<file path="src/rtl/irq_vector_seq_pkg.sv">
package irq_vector_seq_pkg;
  localparam int ADDR_W   = 16;
  localparam int SP_W     = 8;
  localparam int SEQ_LEN  = 7;
  localparam int STEP_W   = $clog2(SEQ_LEN);
  localparam int PAGE_W   = ADDR_W - SP_W;
  localparam logic [PAGE_W-1:0] STACK_PAGE = PAGE_W'(1);

  localparam logic [STEP_W-1:0] ST_PCH  = STEP_W'(2);
  localparam logic [STEP_W-1:0] ST_PCL  = STEP_W'(3);
  localparam logic [STEP_W-1:0] ST_STAT = STEP_W'(4);
  localparam logic [STEP_W-1:0] ST_VLO  = STEP_W'(5);
  localparam logic [STEP_W-1:0] ST_VHI  = STEP_W'(6);
  localparam logic [STEP_W-1:0] ST_LAST = STEP_W'(SEQ_LEN - 1);

  typedef enum logic [1:0] {K_RST, K_NMI, K_IRQ, K_BRK} kind_t;

  localparam logic [1:0] PSEL_NONE = 2'd0;
  localparam logic [1:0] PSEL_PCH  = 2'd1;
  localparam logic [1:0] PSEL_PCL  = 2'd2;
  localparam logic [1:0] PSEL_STAT = 2'd3;

  function automatic logic [ADDR_W-1:0] vec_base(kind_t k);
    case (k)
      K_RST:   return ADDR_W'(16'hFFFC);
      K_NMI:   return ADDR_W'(16'hFFFA);
      default: return ADDR_W'(16'hFFFE);
    endcase
  endfunction
endpackage

</file>
<file path="src/rtl/irq_vector_seq_nmi.sv">
module irq_vector_seq_nmi (
  input  logic clk,
  input  logic rst_n,
  input  logic nmi_n,
  input  logic clr,
  output logic pend
);
  logic nmi_prev;

  always_ff @(posedge clk) begin
    if (!rst_n) begin
      nmi_prev <= 1'b1;
      pend     <= 1'b0;
    end else begin
      nmi_prev <= nmi_n;
      if (nmi_prev && !nmi_n) pend <= 1'b1;
      else if (clr)           pend <= 1'b0;
    end
  end
endmodule

</file>
<file path="src/rtl/irq_vector_seq_ctrl.sv">
module irq_vector_seq_ctrl
  import irq_vector_seq_pkg::*;
(
  input  logic              clk,
  input  logic              rst_n,
  input  logic              rdy,
  input  logic              start,
  input  kind_t             start_kind,
  output logic              active,
  output logic [STEP_W-1:0] step,
  output kind_t             kind
);
  logic hold;

  always_ff @(posedge clk) begin
    if (!rst_n) begin
      hold   <= 1'b1;
      active <= 1'b0;
      step   <= '0;
      kind   <= K_RST;
    end else if (hold) begin
      hold   <= 1'b0;
      active <= 1'b1;
      step   <= '0;
      kind   <= K_RST;
    end else if (active) begin
      if (rdy) begin
        if (step == ST_LAST) active <= 1'b0;
        else                 step   <= step + STEP_W'(1);
      end
    end else if (start) begin
      active <= 1'b1;
      step   <= '0;
      kind   <= start_kind;
    end
  end
endmodule

</file>
<file path="src/rtl/irq_vector_seq_bus.sv">
module irq_vector_seq_bus
  import irq_vector_seq_pkg::*;
(
  input  logic              active,
  input  logic [STEP_W-1:0] step,
  input  kind_t             kind,
  input  logic              rdy,
  input  logic [SP_W-1:0]   sp,
  output logic [ADDR_W-1:0] bus_addr,
  output logic              bus_we,
  output logic [1:0]        push_sel,
  output logic              sp_dec,
  output logic              set_imask,
  output logic              pc_load,
  output logic              vec_pull_n
);
  logic push_cyc, vec_cyc;

  always_comb begin
    push_cyc = active && (step == ST_PCH || step == ST_PCL || step == ST_STAT);
    vec_cyc  = active && (step == ST_VLO || step == ST_VHI);

    bus_addr = '0;
    if (vec_cyc)     bus_addr = vec_base(kind) | ADDR_W'(step == ST_VHI);
    else if (active) bus_addr = {STACK_PAGE, sp};

    push_sel = PSEL_NONE;
    if (active) begin
      case (step)
        ST_PCH:  push_sel = PSEL_PCH;
        ST_PCL:  push_sel = PSEL_PCL;
        ST_STAT: push_sel = PSEL_STAT;
        default: push_sel = PSEL_NONE;
      endcase
    end

    bus_we     = push_cyc && (kind != K_RST);
    sp_dec     = push_cyc && rdy;
    set_imask  = active && (step == ST_VLO) && rdy;
    pc_load    = active && (step == ST_VHI) && rdy;
    vec_pull_n = !vec_cyc;
  end
endmodule

</file>
<file path="src/rtl/irq_vector_seq.sv">
module irq_vector_seq
  import irq_vector_seq_pkg::*;
(
  input  logic              clk,
  input  logic              rst_n,
  input  logic              rdy,
  input  logic              nmi_n,
  input  logic              irq_n,
  input  logic              i_flag,
  input  logic              insn_boundary,
  input  logic              brk_decode,
  input  logic [SP_W-1:0]   sp,
  output logic [ADDR_W-1:0] bus_addr,
  output logic              bus_we,
  output logic [1:0]        push_sel,
  output logic              sp_dec,
  output logic              set_imask,
  output logic              pc_load,
  output logic              vec_pull_n,
  output logic              seq_active
);
  logic              active, nmi_pend, nmi_clr, irq_ok, start;
  logic [STEP_W-1:0] step;
  kind_t             kind, start_kind;

  irq_vector_seq_nmi u_nmi (
    .clk(clk), .rst_n(rst_n), .nmi_n(nmi_n), .clr(nmi_clr), .pend(nmi_pend)
  );

  always_comb begin
    irq_ok  = !irq_n && !i_flag;
    start   = !active && ((insn_boundary && (nmi_pend || irq_ok)) || brk_decode);
    nmi_clr = active && (kind == K_NMI) && (step == ST_VLO);
    if (nmi_pend)    start_kind = K_NMI;
    else if (irq_ok && insn_boundary) start_kind = K_IRQ;
    else             start_kind = K_BRK;
  end

  irq_vector_seq_ctrl u_ctrl (
    .clk(clk), .rst_n(rst_n), .rdy(rdy), .start(start), .start_kind(start_kind),
    .active(active), .step(step), .kind(kind)
  );

  irq_vector_seq_bus u_bus (
    .active(active), .step(step), .kind(kind), .rdy(rdy), .sp(sp),
    .bus_addr(bus_addr), .bus_we(bus_we), .push_sel(push_sel), .sp_dec(sp_dec),
    .set_imask(set_imask), .pc_load(pc_load), .vec_pull_n(vec_pull_n)
  );

  assign seq_active = active;
endmodule

</file>
<file path="config.mk">
export PLATFORM = sky130hd
export DESIGN_NAME = irq_vector_seq
export DESIGN_NICKNAME = d
export VERILOG_FILES = /design/src/rtl/irq_vector_seq_pkg.sv /design/src/rtl/irq_vector_seq_nmi.sv /design/src/rtl/irq_vector_seq_ctrl.sv /design/src/rtl/irq_vector_seq_bus.sv /design/src/rtl/irq_vector_seq.sv
export SDC_FILE = /design/constraint.sdc
export NUM_CORES = 1
export LEC_CHECK = 0
export ABC_AREA = 1
export CAP_MARGIN = 0
export CORE_MARGIN = 2
export CORE_UTILIZATION = 30
export CTS_CLUSTER_SIZE = 30
export DETAILED_ROUTE_END_ITERATION = 8
export DONT_BUFFER_PORTS = 1
export GPL_ROUTABILITY_DRIVEN = 0
export SYNTH_ARGS = -nofsm -noshare
export SYNTH_HDL_FRONTEND = slang
export SYNTH_HIERARCHICAL = 1
export SYNTH_SLANG_ARGS = --single-unit
</file>
<file path="constraint.sdc">
create_clock -name clk -period 4 [get_ports clk]
set_input_delay 0.2 -clock clk [delete_from_list [all_inputs] [get_ports clk]]
set_output_delay 0.2 -clock clk [all_outputs]
set_load 0.01 [all_outputs]
</file>
==> results.txt, run 1 <==
status: finished, final reports clean
CTS root buffer: clkbuf_4
H-tree Lvls: 1
post-route insts no fill: 151
Area contributors post-synth: dfxtp_1 (23%), nand2_1 (14%), inv_1 (8.1%), nor2_1 (8.1%), buf_4 (6.7%)
fin nets: 140
pre-CTS setup slack: 2.19 ns
crit-path cells: inv_1 -> nor2_2 -> nand2_2 -> nand2_8 -> inv_4 -> nand2_2
syn avg cell area: 6.26 sq um
Routed Antenna Nets: 0
gr busiest metal: met2
share of cells above drive strength 1: 19.0%
vias per cell: 4.57
Area Overhead vs Synth: -0.635%
startpoint type of the worst setup path: flip-flop
unrepaired setup endpoints after global routing: false
# DRC: 0
Main synth FF type: dfxtp_1
fmax: 481 MHz
full die area: 3050 sq um
worst reg2reg setup slack: 2.32 ns
r2r startpoint: u_ctrl/active$_SDFF_PN0_
HPWL after detailed placement: 1210 microns
post-route minimum period: 2.08 ns
number of global-route vias before repair: 651
slowest CP cell: dfxtp_1
Commonest cells post-synth: nand2_1 (30), inv_1 (17), nor2_1 (17)
final count of hold timing violations: 0
setup_tns: 0 ns
Worst-Margin Slew: 0.813 ns
number of flops mapped to enable cells by yosys: 0
end of the critical path: bus_addr[6]
die width: 55.3 microns
R2R depth: 6
Max Slew Vio Count: 0
CP max stage delay: 0.85 ns
Leak: 0.414 nW
Top delay family on crit path: flip-flops
WP depth: 6
most common cell in the synthesized netlist: nand2_1
final setup skew: 0.00513 ns
CP Class: reg2out
diodes inserted: 0
final worst slack: 1.92 ns
IO Pins: 40
Critical Path Fanout Max: 19
TritonCTS Buffers: 3
via count: 690
Cells on Worst Hold Path: 1
met3 usage: 2.81%
FF-to-FF End: u_ctrl/step[2]$_SDFFE_PP0P_
period utilization: 52.0%
clk_lat worst skew: 0.26 ns
first-pass GRT wire length: 2640 microns
CP Launch Point: u_ctrl/active$_SDFF_PN0_
Worst EP required: 3.80 ns
met1 usage: 13.2%
Port Buffers: 0
Die Span Y: 55.3 microns
library cells used by synthesis: 24
Warnings, synthesis: 6
Max rail drop VDD: 174 uV
initial antenna violation count: 0
initial drt markers: 24
worst-case clock buffer depth: 2
Detailed Routing Iterations Pass 1: 4
Post-synth ARST share: 0%
CTS hold repair buffers: 1
Post-Syn Area: 788 sq um
Placed Cells: 146
Core Rows: 18
Tot Pwr: 0.000216 W
power per cell area: 276 nW/um^2
largest net degree at the start of global routing: 20
CP Data Arrival Time: 1.88 ns
setup violators final: 0
Std-Cell Core Area: 2480 sq um
cell taking the most area after synthesis: dfxtp_1
syn_nets: 144
crit path buf inv count: 2
Routed WL: 1530 microns
Post-Syn Instances: 126
starting density of the core: 31.8%
Global Route Usage Sum: 10.4%
post-CTS setup buffer count: 0
max-cap violations: 0
CTS Sinks: 9
GRT Residual Overflow: 0
hold_ws: 0.0253 ns
Routed WL per cell: 10.1 microns
post-synth top area share: 22.9%
FILL cells: 275
FF+latch count, synth: 9
register area share after synthesis: 22.9%
clk slew on worst S/H paths: 0.06 ns
# resized after CTS: 0
met2 Usage GRT: 16.7%
Max-slew headroom: 45.7%
HP Class: in2reg
CTS tree: built
crit path capture type: output pin
most frequent cell on the critical path: nand2_2
-- sequential cells by signal (all words and copies together), names as in the netlist --
register / cells
u_ctrl/step: 3
u_ctrl/kind: 2
u_ctrl/active: 1
u_ctrl/hold: 1
u_nmi/nmi_prev: 1
u_nmi/pend: 1
-- logic make-up (layout without fill, tap and decap cells) --
kind of cell / Yosys count / count (layout) / synth area share [%]
adders and majority gates: 2 / 2 / 3.17
DFF: 9 / 9 / 22.9
AOI/OAI and AO/OA: 9 / 9 / 6.03
and+or+nand+nor: 75 / 75 / 47.6
buffers and inverters: 31 / 26 / 20.3
-- cells in the final DEF (no fill, tap or decap) --
| cell | Yosys | layout |
|---|---|---|
| or2_2 | 1 | 1 |
| clkbuf_1 | 1 | 1 |
| nand2_8 | 1 | 1 |
| a31oi_1 | 1 | 1 |
| o22ai_1 | 1 | 1 |
| o21ai_0 | 2 | 2 |
| nor2_4 | 1 | 1 |
| dfxtp_1 | 9 | 9 |
| nand3b_1 | 2 | 2 |
| nand2_2 | 8 | 8 |
| ha_1 | 2 | 2 |
| nand3_1 | 9 | 9 |
| or2_0 | 1 | 1 |
| nor2_1 | 17 | 17 |
| inv_1 | 17 | 17 |
| inv_2 | 3 | 3 |
| clkbuf_4 | 0 | 3 |
| nand2_1 | 30 | 30 |
| nand2_4 | 2 | 2 |
| nand3_2 | 1 | 1 |
| dlygate4sd3_1 | 0 | 1 |
| a21oi_1 | 5 | 5 |
| nor2_2 | 2 | 2 |
| inv_4 | 1 | 1 |
-- metal layers --
layer  part of all wire [%]  wire (microns)
met1                     46             702
met3                     11             176
met4                      0               0
met2                     43             653
met5                      0               0
-- where the power goes --
group,internal (W),switching [W]
clock,0.0000384,0.0000312
combinational,0.0000154,0.0000259
sequential,0.0000947,0.0000107
total,0.000148,0.0000678
-- cell type report --
type                            instances  area (sq um)  area share [%]
Timing Repair Buffer                    1          10.0            1.28
Clock buffer                            4          26.3            3.35
Inverter                               21          81.3            10.4
Multi-Input combinational cell         86           448            57.2
Sequential cell                         9           180            23.0
Tap cell                               30          37.5            4.79
-- worst reg2reg max path, delay by kind of cell (launching register included) --
family        cells  cell delay (ns)
simple gates      4             0.58
buf+inv           2             0.16
flops             1             0.85
-- worst min path at each step --
stage / startpoint / end / slack, ns
after global placement: rst_n / u_nmi/nmi_prev$_SDFF_PN1_ / 0.27
after CTS: rst_n / u_ctrl/hold$_DFF_P_ / 0.01
after floorplan: rst_n / u_nmi/nmi_prev$_SDFF_PN1_ / 0.27
after detailed placement: rst_n / u_nmi/nmi_prev$_SDFF_PN1_ / 0.27
after global routing: rst_n / u_ctrl/hold$_DFF_P_ / 0.02
final: rst_n / u_ctrl/hold$_DFF_P_ / 0.03
-- per-stage QoR --
stage          util (%)  area (sq um)
3_5_place_dp       30.2           747
4_1_cts            31.6           783
5_1_grt            31.6           783
3_3_place_gp       30.2           747
2_1_floorplan         -           788
6_report           31.6           783
Power figures use the tool's default switching activity.
==> run 2: changes to the inputs <==
- clock period: 4 -> 2.1 ns (I/O delays scaled with it)
==> run 2 against run 1 <==
Design area increased by 3.2%. Non-clock buffer count increased by 3. Total power increased by 98%. Count of clock-buffer cells in the layout unchanged. Core utilization increased by 1.0 points. Critical path type unchanged. Highest routed layer unchanged.
==> results.txt, run 2 (synthesized netlist as in run 1, its figures left out) <==
final count of hold timing violations: 0 (unchanged)
status: finished, final reports clean (unchanged)
r2r startpoint: u_ctrl/step[0]$_SDFFE_PP0P_ (was u_ctrl/active$_SDFF_PN0_)
Die Span Y: 55.3 microns (unchanged)
HPWL after detailed placement: 1270 microns (was 1210 microns)
setup_tns: 0 ns (unchanged)
IO Pins: 40 (unchanged)
share of cells above drive strength 1: 20.2% (was 19.0%)
most common cell after layout, fill and taps aside: nand2_1 (unchanged)
power per cell area: 530 nW/um^2 (was 276 nW/um^2)
Max-slew headroom: 68.1% (was 45.7%)
GRT Residual Overflow: 0 (unchanged)
diodes inserted: 0 (unchanged)
first-pass GRT wire length: 2930 microns (was 2640 microns)
unrepaired setup endpoints after global routing: false (unchanged)
Max rail drop VDD: 361 uV (was 174 uV)
Post-DP Area: 762 sq um (was 747 sq um)
Routed Antenna Nets: 0 (unchanged)
biggest regs: u_ctrl/step: 3 flops, u_ctrl/kind: 2 flops (unchanged)
Global Route Usage Sum: 11.6% (was 10.4%)
final setup skew: 0.00527 ns (was 0.00513 ns)
setup violators final: 0 (unchanged)
H-tree Lvls: 1 (unchanged)
CP Data Arrival Time: 1.61 ns (was 1.88 ns)
most frequent cells in the layout: nand2_1 (30), inv_1 (17), nor2_1 (17) (unchanged)
Worst-Margin Slew: 0.478 ns (was 0.813 ns)
CP Class: reg2out (unchanged)
initial drt markers: 21 (was 24)
Port Buffers: 0 (unchanged)
Routed WL per cell: 10.2 microns (was 10.1 microns)
fmax: 582 MHz
HP Class: in2reg (unchanged)
worst-case clock buffer depth: 2 (unchanged)
Area Overhead vs Synth: 2.54% (was -0.635%)
via count: 722 (was 690)
CTS Sinks: 9 (unchanged)
period utilization: 81.8%
vias per cell: 4.69 (was 4.57)
TritonCTS Buffers: 3 (unchanged)
fin nets: 143 (was 140)
CTS root buffer: clkbuf_4 (unchanged)
post-route minimum period: 1.72 ns
Max Slew Vio Count: 0 (unchanged)
Routed WL: 1570 microns (was 1530 microns)
CP Launch Point: u_ctrl/active$_SDFF_PN0_ (unchanged)
Std-Cell Core Area: 2480 sq um (unchanged)
die width: 55.3 microns (unchanged)
largest net degree at the start of global routing: 11 (was 20)
number of flip-flops in the largest register: 3 (unchanged)
starting density of the core: 31.8% (unchanged)
Biggest register: u_ctrl/step (unchanged)
Detailed Routing Iterations Pass 1: 4 (unchanged)
crit path capture type: output pin (unchanged)
Leak: 0.427 nW (was 0.414 nW)
Cells on Worst Hold Path: 3 (was 1)
slowest CP cell: dfxtp_1 (unchanged)
CTS tree: built (unchanged)
R2R depth: 9 (was 6)
startpoint type of the worst setup path: flip-flop (unchanged)
crit-path cells: inv_1 -> nor2_2 -> nand2_2 -> nand2_8 -> inv_4 -> nand2_2 (unchanged)
most frequent cell on the critical path: nand2_2 (unchanged)
Finished Cell Area: 808 sq um (was 783 sq um)
Worst EP required: 2.00 ns (was 3.80 ns)
CP max stage delay: 0.62 ns (was 0.85 ns)
clk_lat worst skew: 0.27 ns (was 0.26 ns)
full die area: 3050 sq um (unchanged)
# DRC: 0 (unchanged)
HP Start: nmi_n (was rst_n)
max-cap violations: 0 (unchanged)
number of global-route vias before repair: 725 (was 651)
initial antenna violation count: 0 (unchanged)
# resized after CTS: 0 (unchanged)
Critical Path Fanout Max: 10 (was 19)
Core Rows: 18 (unchanged)
clk slew on worst S/H paths: 0.06 ns (about the same)
## run 2: cell types whose count changed in the layout (fill, tap and decap cells not counted), sizes merged
cell | previous run | this run
buf | 0 | 2
dlygate4sd3 | 1 | 2
## run 2: final cells by class
class,instances,area [sq um]
fill,291,1670
multi-input combinational,86,448
sequential,9,180
inverter,21,81.3
tap,30,37.5
timing repair buffer,4,35.0
clock buffer,4,26.3
## run 2: power by group
group,total (W),internal [W],switching [W]
clock,0.000143,0.0000736,0.0000692
sequential,0.000196,0.000180,0.0000160
combinational,0.0000894,0.0000342,0.0000552
total,0.000428,0.000288,0.000140
## run 2: metal layers
layer	global-route usage [%]	vias up	share of wire [%]
li1	-	372	-
met1	13.6	313	43
met2	18.9	37	44
met3	3.98	0	13
met4	5.23	0	0
met5	0	-	0
## run 2: path summary, 6_finish.rpt
kind                                                    end  slack, ns
worst max-delay path                            bus_addr[6]       0.38
worst min-delay path                u_nmi/pend$_SDFFE_PN0P_       0.02
worst max register to register  u_ctrl/step[2]$_SDFFE_PP0P_       0.59
worst min register to register      u_nmi/pend$_SDFFE_PN0P_       0.45
## run 2: worst max-delay path, delay by kind of cell, from the launching register on
| kind | cells | cell delay (ns) |
|---|---|---|
| flops | 1 | 0.62 |
| buf+inv | 2 | 0.19 |
| simple gates | 4 | 0.54 |
## run 2: per-stage QoR
stage	power, W	setup slack, ns	hold WS, ns	cells	utilization (%)
after floorplan	0.000274	0.761	0.174	126	-
after global placement	0.000284	0.665	0.177	148	30.8
after detailed placement	0.000287	0.623	0.178	148	30.8
after CTS	0.000436	0.358	0.00743	154	32.6
after global routing	0.000460	0.262	0.0263	154	32.6
final	0.000428	0.383	0.0164	154	32.6
## run 2: timing repair
item,CTS,global route
buffers inserted,0,0
hold buffers,2,0
endpoints found under the hold margin,4,0
setup endpoints to repair,0,0
